File: src/rtl/asmc_pkg.sv
package asmc_pkg;

  typedef enum logic [1:0] {
    SZ_BYTE     = 2'b00,
    SZ_HALF     = 2'b01,
    SZ_WORD     = 2'b10,
    SZ_WORD_ALT = 2'b11
  } hostSize_e;

  typedef enum logic [2:0] {
    PH_IDLE,
    PH_SETUP,
    PH_ACCESS,
    PH_HOLD,
    PH_ACK
  } phase_e;

  // Strobes from the sequencer to the datapath
  typedef struct packed {
    logic      load;     // accept a new request this cycle
    logic      span;     // a device cycle is on the pins
    logic      access;   // access phase
    logic      capture;  // last access edge of a read
    logic      advance;  // step to the next device cycle
    logic      isWrite;
    logic      wide;     // 16-bit part
    logic      beStyle;  // byte-enable pin style
    hostSize_e size;
  } ctlStrobes_t;

  function automatic logic [1:0] lastBeatFor(hostSize_e sz, logic wide);
    case (sz)
      SZ_BYTE: lastBeatFor = 2'd0;
      SZ_HALF: lastBeatFor = wide ? 2'd0 : 2'd1;
      default: lastBeatFor = wide ? 2'd1 : 2'd3;
    endcase
  endfunction

endpackage

File: src/rtl/asmc_ctrl.sv
module asmc_ctrl
  import asmc_pkg::*;
#(
  parameter int NUM_CS = 10,
  parameter int CNT_W  = 4,
  localparam int SEL_W = $clog2(NUM_CS)
) (
  input  logic                    clk,
  input  logic                    rstN,
  input  logic                    reqValid,
  input  logic                    reqWrite,
  input  hostSize_e               reqSize,
  input  logic [SEL_W-1:0]        reqRegion,
  input  logic [NUM_CS*CNT_W-1:0] cfgSetup,
  input  logic [NUM_CS*CNT_W-1:0] cfgAccess,
  input  logic [NUM_CS*CNT_W-1:0] cfgHold,
  input  logic [NUM_CS-1:0]       cfgReadyEn,
  input  logic [NUM_CS-1:0]       cfgReadyPol,
  input  logic [NUM_CS-1:0]       cfgWide,
  input  logic [NUM_CS-1:0]       cfgByteEn,
  input  logic                    readyIn,
  output logic                    reqAck,
  output logic [NUM_CS-1:0]       memCsN,
  output ctlStrobes_t             ctl
);

  phase_e           phase;
  logic [CNT_W-1:0] cnt;
  logic [1:0]       beatQ;
  logic [1:0]       lastBeatQ;
  logic [SEL_W-1:0] regQ;
  logic             writeQ;
  hostSize_e        sizeQ;

  logic             reqInRange;
  logic [SEL_W-1:0] reqSafe;
  logic [CNT_W-1:0] setupReq, setupCur, accessCur, holdCur;
  logic             readyOk;
  logic             lastCount;

  assign reqInRange = (int'(reqRegion) < NUM_CS);
  assign reqSafe    = reqInRange ? reqRegion : '0;

  assign setupReq  = cfgSetup [reqSafe*CNT_W +: CNT_W];
  assign setupCur  = cfgSetup [regQ*CNT_W +: CNT_W];
  assign accessCur = cfgAccess[regQ*CNT_W +: CNT_W];
  assign holdCur   = cfgHold  [regQ*CNT_W +: CNT_W];

  assign readyOk   = !cfgReadyEn[regQ] || (readyIn ^ cfgReadyPol[regQ]);
  assign lastCount = (cnt == '0);

  always_ff @(posedge clk or negedge rstN) begin
    if (!rstN) begin
      phase     <= PH_IDLE;
      cnt       <= '0;
      beatQ     <= '0;
      lastBeatQ <= '0;
      regQ      <= '0;
      writeQ    <= 1'b0;
      sizeQ     <= SZ_BYTE;
    end else begin
      case (phase)
        PH_IDLE: begin
          if (reqValid) begin
            writeQ <= reqWrite;
            sizeQ  <= reqSize;
            regQ   <= reqSafe;
            beatQ  <= '0;
            if (reqInRange) begin
              phase     <= PH_SETUP;
              cnt       <= setupReq;
              lastBeatQ <= lastBeatFor(reqSize, cfgWide[reqSafe]);
            end else begin
              phase <= PH_ACK;
            end
          end
        end
        PH_SETUP: begin
          if (lastCount) begin
            phase <= PH_ACCESS;
            cnt   <= accessCur;
          end else begin
            cnt <= cnt - 1'b1;
          end
        end
        PH_ACCESS: begin
          if (!lastCount) begin
            cnt <= cnt - 1'b1;
          end else if (readyOk) begin
            phase <= PH_HOLD;
            cnt   <= holdCur;
          end
        end
        PH_HOLD: begin
          if (!lastCount) begin
            cnt <= cnt - 1'b1;
          end else if (beatQ == lastBeatQ) begin
            phase <= PH_ACK;
          end else begin
            beatQ <= beatQ + 2'd1;
            phase <= PH_SETUP;
            cnt   <= setupCur;
          end
        end
        PH_ACK:  phase <= PH_IDLE;
        default: phase <= PH_IDLE;
      endcase
    end
  end

  always_comb begin
    ctl.load    = (phase == PH_IDLE) && reqValid;
    ctl.span    = (phase == PH_SETUP) || (phase == PH_ACCESS) || (phase == PH_HOLD);
    ctl.access  = (phase == PH_ACCESS);
    ctl.capture = (phase == PH_ACCESS) && lastCount && readyOk && !writeQ;
    ctl.advance = (phase == PH_HOLD) && lastCount && (beatQ != lastBeatQ);
    ctl.isWrite = writeQ;
    ctl.wide    = cfgWide[regQ];
    ctl.beStyle = cfgByteEn[regQ];
    ctl.size    = sizeQ;
  end

  assign reqAck = (phase == PH_ACK);

  for (genvar g = 0; g < NUM_CS; g++) begin : g_cs
    assign memCsN[g] = !(ctl.span && (int'(regQ) == g));
  end

endmodule

File: src/rtl/asmc_datapath.sv
module asmc_datapath
  import asmc_pkg::*;
#(
  parameter int OFF_W = 20
) (
  input  logic              clk,
  input  logic              rstN,
  input  ctlStrobes_t       ctl,
  input  hostSize_e         reqSize,
  input  logic [OFF_W-1:0]  reqOffset,
  input  logic [31:0]       reqWdata,
  input  logic [15:0]       memDataIn,
  output logic [31:0]       rspRdata,
  output logic [OFF_W-2:0]  memAddr,
  output logic              memA0,
  output logic [15:0]       memDataOut,
  output logic              memDataOe,
  output logic              memOeN,
  output logic              memWeN,
  output logic              memStrbHiN,
  output logic              memStrbLoN
);

  logic [OFF_W-1:0] curQ;
  logic [31:0]      wdataQ;
  logic [31:0]      rdataQ;
  logic [OFF_W-1:0] alignedOff;
  logic [1:0]       lane;
  logic [15:0]      beatHalf;
  logic [7:0]       beatByte;
  logic             byteOnly;
  logic             hiLane;
  logic             loLane;
  logic             writePulse;

  always_comb begin
    alignedOff = reqOffset;
    if (reqSize == SZ_HALF)      alignedOff[0]   = 1'b0;
    else if (reqSize != SZ_BYTE) alignedOff[1:0] = 2'b00;
  end

  assign lane     = curQ[1:0];
  assign beatHalf = wdataQ[{lane[1], 4'b0000} +: 16];
  assign beatByte = wdataQ[{lane, 3'b000} +: 8];
  assign byteOnly = (ctl.size == SZ_BYTE);
  assign hiLane   = ctl.wide && (!byteOnly || curQ[0]);
  assign loLane   = ctl.wide && (!byteOnly || !curQ[0]);

  always_ff @(posedge clk or negedge rstN) begin
    if (!rstN) begin
      curQ   <= '0;
      wdataQ <= '0;
      rdataQ <= '0;
    end else begin
      if (ctl.load) begin
        curQ   <= alignedOff;
        wdataQ <= reqWdata;
        rdataQ <= '0;
      end else begin
        if (ctl.advance) begin
          curQ <= curQ + (ctl.wide ? OFF_W'(2) : OFF_W'(1));
        end
        if (ctl.capture) begin
          if (ctl.wide) begin
            if (hiLane) rdataQ[{lane[1], 1'b1, 3'b000} +: 8] <= memDataIn[15:8];
            if (loLane) rdataQ[{lane[1], 1'b0, 3'b000} +: 8] <= memDataIn[7:0];
          end else begin
            rdataQ[{lane, 3'b000} +: 8] <= memDataIn[7:0];
          end
        end
      end
    end
  end

  assign rspRdata   = rdataQ;
  assign writePulse = ctl.access && ctl.isWrite;

  always_comb begin
    memAddr    = '0;
    memA0      = 1'b0;
    memDataOut = '0;
    memDataOe  = 1'b1;
    memOeN     = 1'b1;
    memWeN     = 1'b1;
    memStrbHiN = 1'b1;
    memStrbLoN = 1'b1;
    if (ctl.span) begin
      memAddr   = curQ[OFF_W-1:1];
      memA0     = ctl.wide ? 1'b0 : curQ[0];
      memDataOe = ctl.isWrite;
      if (ctl.isWrite) begin
        memDataOut = ctl.wide ? beatHalf : {8'h00, beatByte};
      end
      memOeN = !(ctl.access && !ctl.isWrite);
      memWeN = !(writePulse && (!ctl.wide || ctl.beStyle));
      if (ctl.wide && ctl.beStyle) begin
        memStrbHiN = !hiLane;
        memStrbLoN = !loLane;
      end else if (ctl.wide) begin
        memStrbHiN = !(writePulse && hiLane);
        memStrbLoN = !(writePulse && loLane);
      end
    end
  end

endmodule

File: src/rtl/asmc_top.sv
module asmc_top
  import asmc_pkg::*;
#(
  parameter int NUM_CS = 10,
  parameter int ADDR_W = 24,
  parameter int CNT_W  = 4,
  localparam int SEL_W = $clog2(NUM_CS),
  localparam int OFF_W = ADDR_W - SEL_W
) (
  input  logic                    clk,
  input  logic                    rstN,
  input  logic                    reqValid,
  input  logic                    reqWrite,
  input  logic [1:0]              reqSize,
  input  logic [ADDR_W-1:0]       reqAddr,
  input  logic [31:0]             reqWdata,
  output logic                    reqAck,
  output logic [31:0]             rspRdata,
  input  logic [NUM_CS*CNT_W-1:0] cfgSetup,
  input  logic [NUM_CS*CNT_W-1:0] cfgAccess,
  input  logic [NUM_CS*CNT_W-1:0] cfgHold,
  input  logic [NUM_CS-1:0]       cfgReadyEn,
  input  logic [NUM_CS-1:0]       cfgReadyPol,
  input  logic [NUM_CS-1:0]       cfgWide,
  input  logic [NUM_CS-1:0]       cfgByteEn,
  input  logic                    readyIn,
  output logic [NUM_CS-1:0]       memCsN,
  output logic [OFF_W-2:0]        memAddr,
  output logic                    memA0,
  output logic [15:0]             memDataOut,
  output logic                    memDataOe,
  input  logic [15:0]             memDataIn,
  output logic                    memOeN,
  output logic                    memWeN,
  output logic                    memStrbHiN,
  output logic                    memStrbLoN
);

  ctlStrobes_t ctl;
  hostSize_e   sizeIn;

  assign sizeIn = hostSize_e'(reqSize);

  asmc_ctrl #(.NUM_CS(NUM_CS), .CNT_W(CNT_W)) u_ctrl (
    .clk        (clk),
    .rstN       (rstN),
    .reqValid   (reqValid),
    .reqWrite   (reqWrite),
    .reqSize    (sizeIn),
    .reqRegion  (reqAddr[ADDR_W-1 -: SEL_W]),
    .cfgSetup   (cfgSetup),
    .cfgAccess  (cfgAccess),
    .cfgHold    (cfgHold),
    .cfgReadyEn (cfgReadyEn),
    .cfgReadyPol(cfgReadyPol),
    .cfgWide    (cfgWide),
    .cfgByteEn  (cfgByteEn),
    .readyIn    (readyIn),
    .reqAck     (reqAck),
    .memCsN     (memCsN),
    .ctl        (ctl)
  );

  asmc_datapath #(.OFF_W(OFF_W)) u_dp (
    .clk        (clk),
    .rstN       (rstN),
    .ctl        (ctl),
    .reqSize    (sizeIn),
    .reqOffset  (reqAddr[OFF_W-1:0]),
    .reqWdata   (reqWdata),
    .memDataIn  (memDataIn),
    .rspRdata   (rspRdata),
    .memAddr    (memAddr),
    .memA0      (memA0),
    .memDataOut (memDataOut),
    .memDataOe  (memDataOe),
    .memOeN     (memOeN),
    .memWeN     (memWeN),
    .memStrbHiN (memStrbHiN),
    .memStrbLoN (memStrbLoN)
  );

endmodule

File: config.mk
export PLATFORM = sky130hd
export DESIGN_NAME = asmc_top
export DESIGN_NICKNAME = d
export VERILOG_FILES = /design/src/rtl/asmc_pkg.sv /design/src/rtl/asmc_ctrl.sv /design/src/rtl/asmc_datapath.sv /design/src/rtl/asmc_top.sv
export SDC_FILE = /design/constraint.sdc
export NUM_CORES = 1
export LEC_CHECK = 0
export ABC_CLOCK_PERIOD_IN_PS = 6880
export CAP_MARGIN = 20
export CORE_ASPECT_RATIO = 1.4
export CORE_MARGIN = 5
export CORE_UTILIZATION = 35
export DETAILED_ROUTE_END_ITERATION = 6
export PLACE_DENSITY_LB_ADDON = 0.3
export RECOVER_POWER = 100
export SLEW_MARGIN = 10
export SYNTH_ARGS = -nofsm -noshare
export SYNTH_HDL_FRONTEND = slang
export SYNTH_SLANG_ARGS = --single-unit
File: constraint.sdc
create_clock -name clk -period 6.88 [get_ports clk]
set_clock_uncertainty 0.1 [all_clocks]
set_input_delay 0.688 -clock clk [delete_from_list [all_inputs] [get_ports clk]]
set_output_delay 0.688 -clock clk [all_outputs]
set_load 0.01 [all_outputs]
==> metrics.yaml <==
logic_synthesis:
  synth.distinct_cells: 66
  synth_top_area_share_pct: 34.0
  syn_nets: 1075
  ys_top_cells_by_count: "179 x nand2_1, 102 x dfrtp_1, 56 x mux2i_1"
  syn_avg_cell_area_sq_um: 9.05
  ys_seq_area_share_pct: 34.0
  synth_edf_count: 0
  synth_area_leaders: "dfrtp_1 34%, nand2_1 9.0%, mux4_2 8.4%"
  dominantRegCellSynth: "dfrtp_1"
  synthArstFlopShare_pct: 100
  ys_ff_latch: 102
  synth_area_leader_cell: "dfrtp_1"
  yosys.cell_count.top_type: "nand2_1"
  yosysWarnings: 0
  netlist_area_sq_um: 7500
  postSynthCellCount: 828
floorplan:
  dieArea_sq_um: 24500
  dieHeight_um: 183
  num_rows: 63
  die_w_um: 134
  fp.coreArea_sq_um: 21100
  initial_core_util_pct: 35.5
  boundaryPins: 323
detailed_routing:
  initialDrtViolationCount: 274
  avgRoutedWirePerCell_um: 19.8
  antenna_left: 0
  avgViaCountPerCell: 5.33
  via_count: 7392
  firstDrtPassIters: 4
  routed_wl_mm: 27.5
  drc: 0
setup_path:
  cp-start-kind: "flop"
  cp_max_fo: 37
  criticalPathCategory: "flop to flop"
  max_stage_delay_ns: 1.92
  arrival_ns: 5.74
  crit_path_end_kind: "flop"
  crit_path_cell_trace: "clkbuf_1, mux2i_1, a22o_1, a21o_1, or3_1, o211ai_4, mux2_2"
  worstPathRequired_ns: 7.00
  path_buf_inv: 1
  cp_top_family: "buffers and inverters"
  cp_slowest_cell: "clkbuf_1"
clocking:
  cts-root-buf: "clkbuf_16"
  clkSlewWorstSetupHoldPaths_ns: 0.07
  numCtsBuffers: 9
  htreeDepth: 3
  cts_hold_buffers: 0
  cts_tree: "done"
  post_cts_buffers: 0
  cts_resized: 0
  clkSinkCount: 102
  insertion_delay_ns: 0.34
  clock_path_buffers: 2
sta:
  rsz0062_at_grt: "no"
  relSlewSlack_pct: -109
  fin_crit_sh_pct: 81.6
  tightest_slew_ns: 3.05
  setup_tns_ns: 0
  setup_ws_ns: 1.26
  fmax_mhz: 178
  finalHoldViolCount: 0
  drv_slew: 126
  layout_min_cycle_time_ns: 5.62
  setup_viol: 0
outcome:
  outcome: "finished, violations left"
  violations: "max-capacitance violations, max-slew violations"
run:
  drv_cap: 4
layout:
  nFillCells: 2004
  fin_cells: 1388
  final_util_pct: 53.0
  finalNetCount: 1369
  layout-drive-gt1-share_pct: 8.43
  multi_input_area_sq_um: 4630
  seqCellArea_sq_um: 2550
  areaGrowthSynthToFinish_pct: 49.3
placed_design:
  placedCellCount: 1370
  gp_congestion: 0.909
  dp.final_hpwl_mm: 21.6
  port_buffers: 322
  place_worst_setup_slack_ns: 2.27
grt:
  grt_max_degree: 82
  grt_pass1_wl_mm: 43.0
  grtUsageTotal_pct: 22.0
  grt_antenna_before_repair: 1
  grt.overflow.total: 0
  grt_pass1_vias: 7955
power_and_ir_drop:
  cellLeakagePower_nw: 4.55
  ir_drop_mv: 0.196
  powerDensity_nw_per_um2: 347
min_path:
  hold_class: "flop to flop"
final cells by class:
type | count | area share [%]
antenna | 1 | 0.0224
clock buffer | 10 | 2.05
clock inverter | 6 | 0.727
inverter | 12 | 0.402
multi-input combinational | 661 | 41.4
sequential | 102 | 22.8
tap | 260 | 2.91
timing repair buffer | 336 | 29.7
sequential cells by signal, summed over array words and instances (netlist names):
signal	count
u_dp.rspRdata	32
u_dp.wdataQ	32
u_dp.curQ	20
u_ctrl.cnt	4
u_ctrl.regQ	4
u_ctrl.phase	3
u_ctrl.beatQ	2
u_ctrl.lastBeatQ	2
u_ctrl.sizeQ	2
u_ctrl.writeQ	1
where the power goes:
part / switching, W / internal (W) / leakage (nW) / total [W]
registers: 0.000253 / 0.000838 / 1.31 / 0.00109
logic: 0.00117 / 0.00110 / 3.09 / 0.00227
clock network: 0.000238 / 0.000289 / 0.150 / 0.000527
total: 0.00166 / 0.00222 / 4.55 / 0.00389
per-layer routing:
| layer | part of all wire (%) | vias to the layer above | track usage, % |
|---|---|---|---|
| li1 | - | 3592 | - |
| met1 | 40 | 3507 | 26.6 |
| met2 | 50 | 237 | 38.4 |
| met3 | 5.6 | 56 | 4.23 |
| met4 | 4.1 | 0 | 9.26 |
| met5 | 0 | - | 0 |
through the flow:
step | power [W] | instance area, sq um | hold WS [ns]
after floorplan | 0.00252 | 7500 | 0.292
after global placement | 0.00341 | 10900 | 0.350
after detailed placement | 0.00345 | 10900 | 0.362
after CTS | 0.00399 | 11200 | 0.130
after global routing | 0.00419 | 11200 | 0.395
final | 0.00389 | 11200 | 0.378
cell families (layout without fill, tap and decap cells):
kind of cell / Yosys count / in the layout / share of synthesized area, %
adders and majority gates: 8 / 8 / 1.44
and+or+nand+nor: 354 / 354 / 22.2
DFF: 102 / 102 / 34.0
AOI/OAI and AO/OA: 165 / 165 / 15.6
muxes: 114 / 114 / 20.4
other: 0 / 1 / 0
xor gates and xnor gates: 20 / 20 / 2.34
buffers and inverters: 65 / 364 / 3.94
worst paths after layout:
path	startpoint	end	slack (ns)	cells after the start
max in group asynchronous	rstN	u_dp.curQ[4]	4.10	3
setup / recovery	u_ctrl.regQ[0]	u_ctrl.cnt[1]	1.26	7
hold / removal	u_dp.wdataQ[31]	u_dp.wdataQ[31]	0.38	2
setup reg to reg	u_ctrl.regQ[0]	u_ctrl.cnt[1]	1.26	7
min in group asynchronous	rstN	u_dp.rspRdata[4]	0.51	1
hold reg to reg	u_dp.wdataQ[31]	u_dp.wdataQ[31]	0.38	2
worst reg2reg max path, cell delays in order (launching register included):
cell,delay [ns]
dfrtp_1,1.08
clkbuf_1,1.93
mux2i_1,0.72
a22o_1,0.36
a21o_1,0.21
or3_1,0.46
o211ai_4,0.29
mux2_2,0.37
placed cells by master, fill, tap and decap left out, types with 4 or more instances in the layout:
master             n
clkdlybuf4s50_1  252
nand2_1          179
dfrtp_1          102
dlygate4sd3_1     69
mux2i_1           56
o21ai_0           52
nor2_1            40
mux2_2            29
mux4_2            28
a211oi_1          26
nand3_1           24
a21oi_1           19
nor2b_1           18
a22o_1            18
nor3_1            17
and2_0            14
inv_1             12
xor2_1            12
and2_1            10
nand4_1           10
clkbuf_16          9
o22ai_1            8
xnor2_1            8
clkbuf_1           8
and3_1             7
nand2b_1           7
ha_1               7
buf_4              6
a221oi_1           4
or3_1              4
nor3b_1            4
o32ai_1            4
a31oi_1            4
No activity file was read; power rests on OpenSTA's default activity.
